===== config.mk =====
export PLATFORM = sky130hd
export DESIGN_NAME = bank_addr_map
export DESIGN_NICKNAME = d
export VERILOG_FILES = /design/src/rtl/bam_pkg.sv /design/src/rtl/bam_rst_sync.sv /design/src/rtl/bam_bank_reg.sv /design/src/rtl/bam_map.sv /design/src/rtl/bank_addr_map.sv
export SDC_FILE = /design/constraint.sdc
export NUM_CORES = 1
export LEC_CHECK = 0
export ABC_AREA = 1
export CAP_MARGIN = 40
export CORE_AREA = 4 4 41 43
export CTS_CLUSTER_DIAMETER = 50
export CTS_CLUSTER_SIZE = 14
export DETAILED_ROUTE_END_ITERATION = 10
export DIE_AREA = 0 0 45 47
export PLACE_DENSITY = 0.89
export SLEW_MARGIN = 20
export SYNTH_ARGS = -nofsm -noshare
export SYNTH_HDL_FRONTEND = slang
export SYNTH_SLANG_ARGS = --single-unit

===== constraint.sdc =====
create_clock -name clk -period 1.35 [get_ports clk]
set_input_delay 0.3375 -clock clk [delete_from_list [all_inputs] [get_ports clk]]
set_output_delay 0.3375 -clock clk [all_outputs]
set_load 0.1 [all_outputs]

===== src/rtl/bam_pkg.sv =====
package bam_pkg;
  localparam int unsigned FLD_W   = 8;
  localparam int unsigned BANK_W  = 4;
  localparam int unsigned REG_W   = 8;
  localparam int unsigned ADDR_W  = FLD_W + BANK_W;
  localparam int unsigned LOW_WIN = 128;
  localparam logic [BANK_W-1:0] TOP_BANK = {BANK_W{1'b1}};
  localparam logic [BANK_W-1:0] BOT_BANK = {BANK_W{1'b0}};

  typedef enum logic {
    ACC_WINDOW = 1'b0,
    ACC_BANKED = 1'b1
  } acc_mode_e;
endpackage


===== src/rtl/bam_rst_sync.sv =====
module bam_rst_sync #(
  parameter int unsigned STAGES = 2
) (
  input  logic clk,
  input  logic rst_n,
  output logic rst_sync_n
);
  logic [STAGES-1:0] sync_q;

  always_ff @(posedge clk or negedge rst_n) begin
    if (!rst_n) sync_q <= '0;
    else        sync_q <= {sync_q[STAGES-2:0], 1'b1};
  end

  assign rst_sync_n = sync_q[STAGES-1];
endmodule


===== src/rtl/bam_bank_reg.sv =====
module bam_bank_reg #(
  parameter int unsigned BANK_W = 4,
  parameter int unsigned REG_W  = 8
) (
  input  logic             clk,
  input  logic             rst_n,
  input  logic             load_en,
  input  logic [REG_W-1:0] load_val,
  output logic [REG_W-1:0] reg_q
);
  localparam int unsigned PAD_W = REG_W - BANK_W;

  logic [BANK_W-1:0] bank_d;
  logic [BANK_W-1:0] bank_r;

  // next-state: clock enable written out
  always_comb begin
    bank_d = bank_r;
    if (load_en) bank_d = load_val[BANK_W-1:0];
  end

  always_ff @(posedge clk or negedge rst_n) begin
    if (!rst_n) bank_r <= '0;
    else        bank_r <= bank_d;
  end

  generate
    if (PAD_W > 0) begin : g_pad
      assign reg_q = {{PAD_W{1'b0}}, bank_r};
    end else begin : g_nopad
      assign reg_q = bank_r;
    end
  endgenerate
endmodule


===== src/rtl/bam_map.sv =====
module bam_map
  import bam_pkg::*;
#(
  parameter int unsigned F_W    = FLD_W,
  parameter int unsigned B_W    = BANK_W,
  parameter int unsigned LOWWIN = LOW_WIN
) (
  input  logic           acc_sel,
  input  logic [F_W-1:0] fld,
  input  logic [B_W-1:0] bank,
  output logic [F_W+B_W-1:0] addr
);
  localparam logic [F_W-1:0] SPLIT = F_W'(LOWWIN);

  logic [B_W-1:0] win_bank;
  logic [B_W-1:0] sel_bank;

  always_comb begin
    win_bank = (fld < SPLIT) ? B_W'(0) : {B_W{1'b1}};
    sel_bank = (acc_mode_e'(acc_sel) == ACC_BANKED) ? bank : win_bank;
    addr     = {sel_bank, fld};
  end
endmodule


===== src/rtl/bank_addr_map.sv =====
module bank_addr_map
  import bam_pkg::*;
(
  input  logic              clk,
  input  logic              rst_n,
  input  logic              bank_load,
  input  logic [REG_W-1:0]  bank_lit,
  input  logic              acc_sel,
  input  logic [FLD_W-1:0]  fld_addr,
  output logic [ADDR_W-1:0] phys_addr,
  output logic [REG_W-1:0]  bank_q
);
  logic rst_sync_n;

  bam_rst_sync #(.STAGES(2)) u_rst (
    .clk(clk), .rst_n(rst_n), .rst_sync_n(rst_sync_n)
  );

  bam_bank_reg #(.BANK_W(BANK_W), .REG_W(REG_W)) u_bank (
    .clk(clk), .rst_n(rst_sync_n), .load_en(bank_load),
    .load_val(bank_lit), .reg_q(bank_q)
  );

  bam_map #(.F_W(FLD_W), .B_W(BANK_W), .LOWWIN(LOW_WIN)) u_map (
    .acc_sel(acc_sel), .fld(fld_addr), .bank(bank_q[BANK_W-1:0]),
    .addr(phys_addr)
  );
endmodule


# Word-level counts from Yosys, hierarchy flattened
# Cells that the tools add are included.
dict set report totals {
  ff_bits 6
  input_bits 20
  output_inout_bits 20
  wordCells 5
}
dict set report op_classes {
  n_lt_le_gt_ge 1
  mux 2
}
# operator n
set op_table {}
lappend op_table {{< comparator 8 bit (second input constant)} 1}
lappend op_table {{two-way mux 4 bit} 2}

# Longest topological paths before layout
dict set report depth {
  word_depth 3
  ltp_mapped 3
  mapped_depth_nobuf 3
}

# Cells and area by module
# Synthesis repeated with hierarchy kept, for this count alone.
dict set report hier_totals {
  hier_cells 43
  hier_area_um2 336.6
}
# module n_inst cells_per_inst area_per_inst_um2 seq_area_each_um2
set modules_own_cells {}
lappend modules_own_cells {bam_bank_reg 1 22 182.7 100.1}
lappend modules_own_cells {bam_map 1 18 100.1 0.0}
lappend modules_own_cells {bam_rst_sync 1 3 53.8 50.0}

# Worst setup path before layout
# No wires, ideal clock.
dict set report synth_path {
  path_type {register to output}
  startpoint {reg u_bank.bank_r[2]}
  endpoint {out phys_addr[10]}
  t_arrival_ns 1.700
  t_required_ns 1.013
  path_slack_ns -0.688
  path_stages_with_launch 3
  n_path_buf 0
  cell_sequence {dfrtp_1 nand2_1 nand2_1}
}
dict set report synth_via {
  elab_chain_len 1
}
# element line
set synth_lines {}
lappend synth_lines {{start, declared} bam_bank_reg.sv:14} ;# logic [BANK_W-1:0] bank_r;
lappend synth_lines {{start signal, assigned} bam_bank_reg.sv:24} ;# else bank_r <= bank_d;
lappend synth_lines {{two-way mux 4 bit} bam_map.sv:20} ;# sel_bank = (acc_mode_e'(acc_sel) == ACC_BANKED) ? bank : win_bank;
lappend synth_lines {{end, declared} bank_addr_map.sv:10} ;# output logic [ADDR_W-1:0] phys_addr,
# Every way passes these cells.

# Final worst setup path
# Ends and elaborated chain as after synthesis.

==> reports/results.ini <==
[logic_synthesis]
yosys_warnings=0
netlist_instances=43
synth_area_per_cell_um2=7.83
yosys_register_bits=6
synth_area_um2=337
synth-seq-area-share_pct=44.6
synth.distinct_cells=6

[clock_tree]
cts_buffer_depth=2
cts-buffers-inserted=3
cts_tree=built
ctsRootBufferMaster=clkbuf_4
cts_sinks=6
cts_hold_buf=0
clk_latency_ns=0.24
htree_levels=1
clkTransAtPathRegs_ns=0.05

[die]
die-width_um=45
die-area_um2=2120
pin_count=40
coreArea_um2=1300
initial_utilization_pct=25.9
die_h_um=47
rows=13

[sta]
fin_ws_ns=-0.0256
clock_skew_ns=0.00376
fmax_ghz=0.727
period_share_pct=102
slew_viol_final=0
hold_violations=0
rsz0062_at_grt=true
fin_crit_ns=1.38
finalHoldWorstSlack_ns=0.0497
setup_viol=4

[global_route]
grt_first_pass_wirelength_um=1050
grt_usage_pct=6.84
grt_max_degree=6
antenna_found_initial=0
overflow=0
grt_pass1_vias=255

[setup_path]
cp-startpoint=u_bank.bank_r[2]
cp_max_fo=3
worstPathRequired_ns=1.01
worstPathArrival_ns=1.04
crit_path_end_kind=primary output
r2r_start=u_bank.bank_r[1]
startpoint_type=flop
crit_type=reg2out

[status]
outcome=finished with violations
violations=setup timing

[place]
placed_area_um2=582
gp_congestion=0.733
dp_slack_ns=-0.345
place_inst=66
portBuffers=17

[cells_and_area]
multi_input_area_um2=160
antenna_cells=0
seqCellArea_um2=165
final_cell_area_um2=652
area_growth_pct=93.7
fill_cells=135
drive_gt1_share_pct=51.8
layoutNonFillerInstCount=71
nets=77
utilization_pct=50.1

[drt]
route.detailed.drc=0
antenna_left=0
drt_iter0_drc=1
dr.pass1.iters=2
via_per_inst=3.85
wl_per_cell_um=9.94
routed_wl_um=706
vias=273

[power_and_ir_drop]
irDropWorstVdd_mv=0.625
powerDensity_nw_per_um2=1230
leakage_uw=0.000324

[flow_run]
maxCapViolations=0

[min_path]
hp-class=reg2async

## cell families (layout without fill, tap and decap cells)
logic type             count (synthesis)  count (layout)  synth area share [%]
buffers and inverters                 14              24                  29.0
flip-flops                             6               6                  44.6
AND/OR/NAND/NOR                       21              21                  24.2
other                                  2               5                  2.23
## state kept, by name (all words and copies together) (netlist names)
register	cells
u_bank.bank_r	4
u_rst.sync_q	2
## final cells by class
class	count	area share, %
clock buffers	4	4.03
inverters	2	1.15
multi-input cells	26	24.6
flip-flops and latches	6	25.3
well taps	15	2.88
repair buffers	18	42.0
## layout by cell type, fill, tap and decap left out
master / count
buf_2: 1
clkbuf_1: 1
nand2_4: 8
dfrtp_1: 2
buf_12: 10
inv_2: 2
dfrtp_4: 4
nand2_1: 12
conb_1: 5
nand2_2: 1
clkbuf_4: 3
dlygate4sd2_1: 1
clkdlybuf4s50_1: 6
## power by group
part / total (µW) / internal [µW] / leakage, µW / switching, µW
combinational: 406 / 134 / 0.000241 / 272
clock: 175 / 112 / 0.0000150 / 63.4
sequential: 223 / 201 / 0.0000675 / 21.3
total: 804 / 447 / 0.000324 / 357
## cells in the mapped netlist
| cell | number | area (µm²) |
|---|---|---|
| dfrtp_1 | 6 | 150 |
| buf_4 | 12 | 90.1 |
| conb_1 | 2 | 7.51 |
| nand2_1 | 20 | 75.1 |
| nand2_2 | 1 | 6.26 |
| inv_2 | 2 | 7.51 |
## through the flow
step                setup TNS (ns)  total power (µW)
detailed placement           -1.43               612
floorplan                        0               578
global placement             -1.36               609
finish                     -0.0814               804
CTS                         -0.160               805
global route                -0.229               838
## path summary, 6_finish.rpt
kind                               endpoint  slack, ns  cells past startpoint
hold / removal             u_bank.bank_r[0]       0.05                      0
hold reg to reg            u_bank.bank_r[0]       0.05                      0
max in group asynchronous   u_rst.sync_q[0]       0.97                      1
min in group clk            u_rst.sync_q[1]       0.35                      0
setup reg to reg           u_bank.bank_r[1]       0.52                      3
setup / recovery              phys_addr[10]      -0.03                      3
## worst max-delay path, cell delays in order, from the launching register on
cell and delay, ns:
dfrtp_4 0.51, nand2_4 0.08, nand2_4 0.05, buf_12 0.16
## repair_timing
action,4_1_cts,5_1_grt
gates resized for setup,14,0
buffers inserted,0,1
pin swaps,0,3
setup endpoints to repair,5,4
## per-layer routing
metal	GRT usage, %	vias up	routed length [µm]
met5	0	-	0
met4	5.26	0	0
met3	1.53	0	77
met2	13.0	16	384
met1	6.26	123	244
li1	-	134	-
Note: power is estimated with default switching activity, not from simulation.
